File: src/rtl/sclk_div_pkg.sv
package sclk_div_pkg;
  localparam int unsigned LIN_W_DEF = 8;
  localparam int unsigned EXP_W_DEF = 4;

  // Counter width that holds the largest terminal count of either mode.
  function automatic int unsigned term_width(input int unsigned lin_w, input int unsigned exp_w);
    int unsigned exp_bits;
    exp_bits = (32'd1 << exp_w) - 32'd1;
    return (lin_w > exp_bits) ? lin_w : exp_bits;
  endfunction
endpackage

File: src/rtl/sclk_rst_sync.sv
module sclk_rst_sync (
  input  logic clk,
  input  logic rst_n,
  output logic rst_n_sync
);
  logic stage_q;

  always_ff @(posedge clk or negedge rst_n) begin
    if (!rst_n) begin
      stage_q    <= 1'b0;
      rst_n_sync <= 1'b0;
    end else begin
      stage_q    <= 1'b1;
      rst_n_sync <= stage_q;
    end
  end
endmodule

File: src/rtl/sclk_cfg_hold.sv
module sclk_cfg_hold #(
  parameter int unsigned LIN_W = 8,
  parameter int unsigned EXP_W = 4,
  parameter int unsigned CNT_W = 15
) (
  input  logic             clk,
  input  logic             rst_n,
  input  logic             load,
  input  logic             lin_mode,
  input  logic             pol_in,
  input  logic [LIN_W-1:0] lin_div,
  input  logic [EXP_W-1:0] exp_div,
  output logic [CNT_W-1:0] term_q,
  output logic             pol_q
);
  localparam int unsigned SH_W = CNT_W + 1;

  logic [SH_W-1:0]  pow_val;
  logic [CNT_W-1:0] term_d;

  // Terminal count = half-period minus one.
  always_comb begin
    pow_val = SH_W'(1) << exp_div;
    if (lin_mode) term_d = CNT_W'(lin_div);
    else          term_d = CNT_W'(pow_val - SH_W'(1));
  end

  always_ff @(posedge clk or negedge rst_n) begin
    if (!rst_n) begin
      term_q <= '0;
      pol_q  <= 1'b0;
    end else if (load) begin
      term_q <= term_d;
      pol_q  <= pol_in;
    end
  end
endmodule

File: src/rtl/sclk_half_cnt.sv
module sclk_half_cnt #(
  parameter int unsigned CNT_W = 15
) (
  input  logic             clk,
  input  logic             rst_n,
  input  logic             run,
  input  logic [CNT_W-1:0] term,
  output logic             tick
);
  logic [CNT_W-1:0] cnt_q, cnt_d;
  logic             cnt_en;

  assign tick = run && (cnt_q == term);

  always_comb begin
    cnt_en = run || (cnt_q != '0);
    if (!run || tick) cnt_d = '0;
    else              cnt_d = cnt_q + CNT_W'(1);
  end

  always_ff @(posedge clk or negedge rst_n) begin
    if (!rst_n)      cnt_q <= '0;
    else if (cnt_en) cnt_q <= cnt_d;
  end
endmodule

File: src/rtl/sclk_edge_gen.sv
module sclk_edge_gen (
  input  logic clk,
  input  logic rst_n,
  input  logic run,
  input  logic tick,
  input  logic idle_lvl,
  input  logic pol_q,
  output logic sclk_q,
  output logic lead_q,
  output logic trail_q
);
  logic sclk_d, lead_d, trail_d;

  always_comb begin
    sclk_d  = sclk_q;
    lead_d  = 1'b0;
    trail_d = 1'b0;
    if (!run) begin
      sclk_d = idle_lvl;
    end else if (tick) begin
      sclk_d  = ~sclk_q;
      lead_d  = (sclk_q == pol_q);
      trail_d = (sclk_q != pol_q);
    end
  end

  always_ff @(posedge clk or negedge rst_n) begin
    if (!rst_n) begin
      sclk_q  <= 1'b0;
      lead_q  <= 1'b0;
      trail_q <= 1'b0;
    end else begin
      sclk_q  <= sclk_d;
      lead_q  <= lead_d;
      trail_q <= trail_d;
    end
  end
endmodule

File: src/rtl/sclk_divgen.sv
module sclk_divgen
  import sclk_div_pkg::*;
#(
  parameter int unsigned LIN_W = LIN_W_DEF,
  parameter int unsigned EXP_W = EXP_W_DEF
) (
  input  logic             clk,
  input  logic             rst_n,
  input  logic             xfer_active,
  input  logic             idle_pol,
  input  logic             lin_mode,
  input  logic [LIN_W-1:0] lin_div,
  input  logic [EXP_W-1:0] exp_div,
  output logic             sclk,
  output logic             lead_stb,
  output logic             trail_stb
);
  localparam int unsigned CNT_W = term_width(LIN_W, EXP_W);

  logic             rst_core_n;
  logic [CNT_W-1:0] term_q;
  logic             pol_q;
  logic             tick;

  sclk_rst_sync u_rst (
    .clk        (clk),
    .rst_n      (rst_n),
    .rst_n_sync (rst_core_n)
  );

  sclk_cfg_hold #(.LIN_W(LIN_W), .EXP_W(EXP_W), .CNT_W(CNT_W)) u_cfg (
    .clk      (clk),
    .rst_n    (rst_core_n),
    .load     (!xfer_active),
    .lin_mode (lin_mode),
    .pol_in   (idle_pol),
    .lin_div  (lin_div),
    .exp_div  (exp_div),
    .term_q   (term_q),
    .pol_q    (pol_q)
  );

  sclk_half_cnt #(.CNT_W(CNT_W)) u_cnt (
    .clk   (clk),
    .rst_n (rst_core_n),
    .run   (xfer_active),
    .term  (term_q),
    .tick  (tick)
  );

  sclk_edge_gen u_edge (
    .clk      (clk),
    .rst_n    (rst_core_n),
    .run      (xfer_active),
    .tick     (tick),
    .idle_lvl (idle_pol),
    .pol_q    (pol_q),
    .sclk_q   (sclk),
    .lead_q   (lead_stb),
    .trail_q  (trail_stb)
  );
endmodule

File: config.mk
export PLATFORM = sky130hd
export DESIGN_NAME = sclk_divgen
export DESIGN_NICKNAME = d
export VERILOG_FILES = /design/src/rtl/sclk_div_pkg.sv /design/src/rtl/sclk_rst_sync.sv /design/src/rtl/sclk_cfg_hold.sv /design/src/rtl/sclk_half_cnt.sv /design/src/rtl/sclk_edge_gen.sv /design/src/rtl/sclk_divgen.sv
export SDC_FILE = /design/constraint.sdc
export NUM_CORES = 1
export LEC_CHECK = 0
export BUFFER_PORTS_ARGS = -buffer_cell sky130_fd_sc_hd__buf_2
export CORE_MARGIN = 3
export CORE_UTILIZATION = 25
export CTS_BUF_LIST = sky130_fd_sc_hd__clkbuf_16
export DETAILED_ROUTE_END_ITERATION = 8
export PLACE_DENSITY_LB_ADDON = 0.15
export SLEW_MARGIN = 10
export SYNTH_ARGS = -nofsm -noshare
export SYNTH_HDL_FRONTEND = slang
export SYNTH_SLANG_ARGS = --single-unit
File: constraint.sdc
create_clock -name clk -period 1.9 [get_ports clk]
set_clock_uncertainty 0.1 [all_clocks]
set_input_delay 0.285 -clock clk [delete_from_list [all_inputs] [get_ports clk]]
set_output_delay 0.285 -clock clk [all_outputs]
set_load 0.02 [all_outputs]
# Word level (Yosys, flattened, before mapping)
# Cells that the tools add are included.
[word_totals] regBits=36 inputBits=17 output_inout_bits=3 elab_cells=29
[op_classes] addsub=2 eq_ne=4 shift=1 muxes=8 bitwise=1 n_reduce_logical=5
[ops] cell="$mux W15" n=2
[ops] cell="$add A15 B1 Y15 const B" n=1
[ops] cell="$eq A15 B15 Y1" n=1
[ops] cell="$reduce_bool A15 Y1" n=1
[ops] cell="$shl A1 B4 Y15 const A" n=1
[ops] cell="$sub A15 B1 Y15 const B" n=1
[ops] cell="$mux W1" n=6
[ops] cell="$logic_or A1 B1 Y1" n=2
[ops] cell="$ne A2 B1 Y1 const B" n=1
[ops] cell="$eq A1 B1 Y1" n=1
[ops] cell="$logic_and A1 B1 Y1" n=1
[ops] cell="$logic_not A1 Y1" n=1
[ops] cell="$ne A1 B1 Y1" n=1
[ops] cell="$not A1 Y1" n=1

# Depth between registers and ports, before layout
[depth] word_depth=4 depth_mapped=10

# Hierarchy
# A second synthesis with hierarchy kept.
[hier_totals] hier_cells=215 area_unflattened_um2=2108.3
[modules_own_cells] module="sclk_half_cnt" instances=1 cells_per_inst=105 area_each_um2=1024.7 seq_area_each_um2=375.4
[modules_own_cells] module="sclk_cfg_hold" instances=1 cells_per_inst=96 area_each_um2=910.9 seq_area_each_um2=400.4
[modules_own_cells] module="sclk_edge_gen" instances=1 cells_per_inst=10 area_each_um2=115.1 seq_area_each_um2=75.1
[modules_own_cells] module="sclk_rst_sync" instances=1 cells_per_inst=3 area_each_um2=53.8 seq_area_each_um2=50.0
[modules_own_cells] module="sclk_divgen" instances=1 cells_per_inst=1 area_each_um2=3.8 seq_area_each_um2=0.0

# Worst setup path before layout
# No wires, ideal clock.
[synth_path] path_type="in2reg" from="input exp_div[3]" to="register u_cfg.term_q[10]" setup_time_ps=65 arrival_ps=1710 required_time_ps=1735 setup_slack_ps=24 cell_stages=9 n_path_buf=2 path_cell_list="clkbuf_1 nor3_1 nand2_1 ha_1 clkbuf_1 nor4b_1 a21oi_1 o22ai_1 a22o_1"
[synth_between] elab_chain_cells=3
[synth_lines] element="start: declaration" line="sclk_divgen.sv:13" rtl="input logic [EXP_W-1:0] exp_div,"
[synth_lines] element="$shl A1 B4 Y15" line="sclk_cfg_hold.sv:23" rtl="pow_val = SH_W'(1) << exp_div;"
[synth_lines] element="$sub A15 B1 Y15" line="sclk_cfg_hold.sv:25" rtl="else term_d = CNT_W'(pow_val - SH_W'(1));"
[synth_lines] element="$mux W15" line="sclk_cfg_hold.sv:24" rtl="if (lin_mode) term_d = CNT_W'(lin_div);"
[synth_lines] element="end signal: assignment" line="sclk_cfg_hold.sv:33" rtl="term_q <= term_d;"
[synth_lines] element="end: declaration" line="sclk_cfg_hold.sv:13" rtl="output logic [CNT_W-1:0] term_q,"
# No other way between the ends.
# A chain may end at the register's enable or synchronous reset.

# Final worst setup path
[layout_path] from="register u_cfg.term_q[7]" to="register u_edge.sclk_q"
[layout_between] elab_chain_cells=3
[layout_lines] element="$eq A15 B15 Y1" line="sclk_half_cnt.sv:13" rtl="assign tick = run && (cnt_q == term);"
[layout_lines] element="$logic_and A1 B1 Y1" line="sclk_half_cnt.sv:13"
[layout_lines] element="$ne A2 B1 Y1 (no line)"
[layout_lines] element="end signal: assignment" line="sclk_edge_gen.sv:33" rtl="sclk_q <= sclk_d;"
[layout_lines] element="end: declaration" line="sclk_edge_gen.sv:8" rtl="output logic sclk_q,"
# No other way between the ends.

==> flow_metrics.env <==
export IMPL_fp_dieW_um=94.3
export IMPL_endpoint_kind="register"
export IMPL_num_rows=31
export IMPL_period_share_pct=95.2
export IMPL_critPathCapture="u_edge.sclk_q"
export IMPL_min_period_ps=1810
export IMPL_route_met3_wl_um=133
export IMPL_vdd_ir_drop_max_mv=0.362
export IMPL_grt_pass1_vias=1556
export IMPL_rsz0062_at_grt="no"
export IMPL_path_max_fanout=3
export IMPL_synth_warning_count=0
export IMPL_synthCells=211
export IMPL_wl_per_cell_um=13.3
export IMPL_num_antenna_cells=0
export IMPL_initial_core_util_pct=26.3
export IMPL_synth_common_cells="dfrtp_1 (36), nand2_1 (27), nor2_1 (21)"
export IMPL_required_ps=2000
export IMPL_port_buffers=19
export IMPL_grt_pass1_wl_mm=7.92
export IMPL_synth_top_area_share_pct=46.2
export IMPL_antenna_found_initial=0
export IMPL_final_cells=344
export IMPL_cts_num_sinks=36
export IMPL_worstSetupStartpointType="register"
export IMPL_h_tree_depth=2
export IMPL_drive_gt1_share_pct=22.0
export IMPL_place_ws_ps=-0.384
export IMPL_drc=0
export IMPL_dr_first_iter_drc_count=34
export IMPL_dp_hpwl_mm=3.43
export IMPL_via_per_inst=4.47
export IMPL_reg2reg_from="u_cfg.term_q[7]"
export IMPL_p_leak_nw=1.09
export IMPL_synth_largest_area_cell="dfrtp_1"
export IMPL_ys_top_cells_by_area="dfrtp_1 (46%), xor2_1 (8.1%), xnor2_1 (5.8%)"
export IMPL_wl_met2_mm=1.93
export IMPL_finalWorstSetupSlack_ps=91.5
export IMPL_core_um2=7410
export IMPL_cts_root_buf="clkbuf_16"
export IMPL_grt_max_degree=35
export IMPL_status="finished, final reports clean"
export IMPL_synth_edff_count=0
export IMPL_antenna_left=0
export IMPL_cts_tree="done"
export IMPL_synth_async_reset_ratio_pct=100
export IMPL_tns_ps=0
export IMPL_reg2regPathDepth=5
export IMPL_die_area_um2=8890
export IMPL_via_count=1536
export IMPL_startpoint="u_cfg.term_q[7]"
export IMPL_post_dp_cell_area_um2=2260
export IMPL_clockBufferDepth=2
export IMPL_place_inst=335
export IMPL_gp_congestion=0.798
export IMPL_path_class="reg2reg"
export IMPL_drt_first_pass_iters=4
export IMPL_numCtsBuffers=5
export IMPL_syn_num_nets=231
export IMPL_synth_flop_cell="dfrtp_1"
export IMPL_finalPower_mw=2.20
export IMPL_hold_viol=0
export IMPL_p_per_area_nw_per_um2=895
export IMPL_clkTransAtPathRegs_ps=60
export IMPL_setup_viol=0
export IMPL_area_delta_synth_final_pct=25.9
export IMPL_synth_most_common_cell="dfrtp_1"
export IMPL_highest_layer="met4"
export IMPL_num_fill_cells=777
export IMPL_grt_usage_pct=11.6
export IMPL_ys_seq_area_share_pct=46.2
export IMPL_synthesis_area_um2=1950
export IMPL_clkLatencyLatePin_ps=280
export IMPL_drv_slew=0
export IMPL_overflow=0
export IMPL_maxCapViolations=0
export IMPL_fp_dieH_um=94.3
export IMPL_final_cell_area_um2=2450
export IMPL_io_pins=20
export IMPL_rrSetupSlack_ps=90
export IMPL_synth_distinct_cells=31
export IMPL_synth_seq_cells=36
export IMPL_fin_nets=264
export IMPL_worstPathArrival_ps=1910
export IMPL_r2r_end="u_edge.sclk_q"
export IMPL_max_freq_mhz=553
export IMPL_wl_met1_mm=2.45
export IMPL_avgSynthCellArea_um2=9.24
export IMPL_wl_mm=4.59
export IMPL_min_path_type="in2reg"
## kinds of logic after synthesis
family	Yosys count	share of synthesized area, %
other cells	1	0.192
buf+inv	20	4.81
mux	4	2.12
compound gates	32	10.5
flops	36	46.2
fa+ha+maj	3	1.93
xor+xnor	31	13.9
simple gates	84	20.3
## through the flow
step | util [%] | hold WS [ps]
finish | 33.1 | 162
global route | 33.1 | 174
CTS | 32.9 | 147
detailed placement | 30.5 | -26.3
global placement | 30.5 | -26.6
floorplan | - | -111
## layout by cell type, fill, tap and decap left out, types with 3 or more instances in the layout
cell       Yosys  layout
ha_1           3       3
mux2i_1        3       3
nor3_1         9       8
o31ai_1        6       6
xnor2_1       13      13
nand3_1        8       8
a21oi_1        9       9
buf_2          0      19
xor2_1        18      18
nand2_1       27      26
dfrtp_1       36      36
nor4b_1        3       3
nor2_1        21      21
inv_1          7       7
clkbuf_16      0       5
buf_4          1      18
o21ai_0       11      11
nand4_1        4       4
## state kept, by name, summed over array words and instances, names as in the netlist
signal and cells:
u_cnt.cnt_q 15, u_edge.sclk_q 1, u_edge.lead_q 1, u_cfg.term_q 15, u_rst.stage_q 1, u_edge.trail_q 1
u_cfg.pol_q 1, u_rst.rst_n_sync 1
## how the worst min path moves through the flow
stage                        start                to  slack, ps  cells past startpoint
after floorplan              rst_n  u_rst.rst_n_sync       -110                      0
after global placement       rst_n     u_rst.stage_q        -30                      1
after detailed placement     rst_n     u_rst.stage_q        -30                      1
after CTS                 idle_pol       u_cfg.pol_q        150                      3
after global routing      idle_pol       u_cfg.pol_q        170                      3
final                     idle_pol       u_cfg.pol_q        160                      3
## critical path, stage by stage, from the launching register on
cell and delay (ps):
dfrtp_1 410, xor2_1 160, nor4_2 340, nand2_2 130, or4b_1 490, o211ai_1 100
## power by group
group          switching, mW  internal [mW]
logic                  0.207          0.169
clock network          0.324          0.616
registers             0.0557          0.824
## layer usage
| layer | GRT usage (%) | vias to the layer above |
|---|---|---|
| li1 | - | 780 |
| met1 | 16.5 | 725 |
| met2 | 17.3 | 25 |
| met3 | 2.48 | 6 |
| met4 | 4.33 | 0 |
| met5 | 0 | - |
## timing repair
item                                    CTS  global route
resized for setup                         1             3
hold buffers                              1             0
endpoints found under the hold margin     2             0
pin swaps                                 0             3
buffers inserted                          0             0
endpoints found under the setup margin    3            18
gates cloned                              0             0
## area by class of cell
type                       instances  area (um^2)  share of cell area [%]
clock buffer                       5          125                    5.10
clock inverter                     3         42.5                    1.73
inverter                           7         26.3                    1.07
multi-input combinational        155          975                    39.7
sequential                        36          901                    36.7
tap                               99          124                    5.05
timing repair buffer              39          260                    10.6
Note: power is estimated with default switching activity, not from simulation.
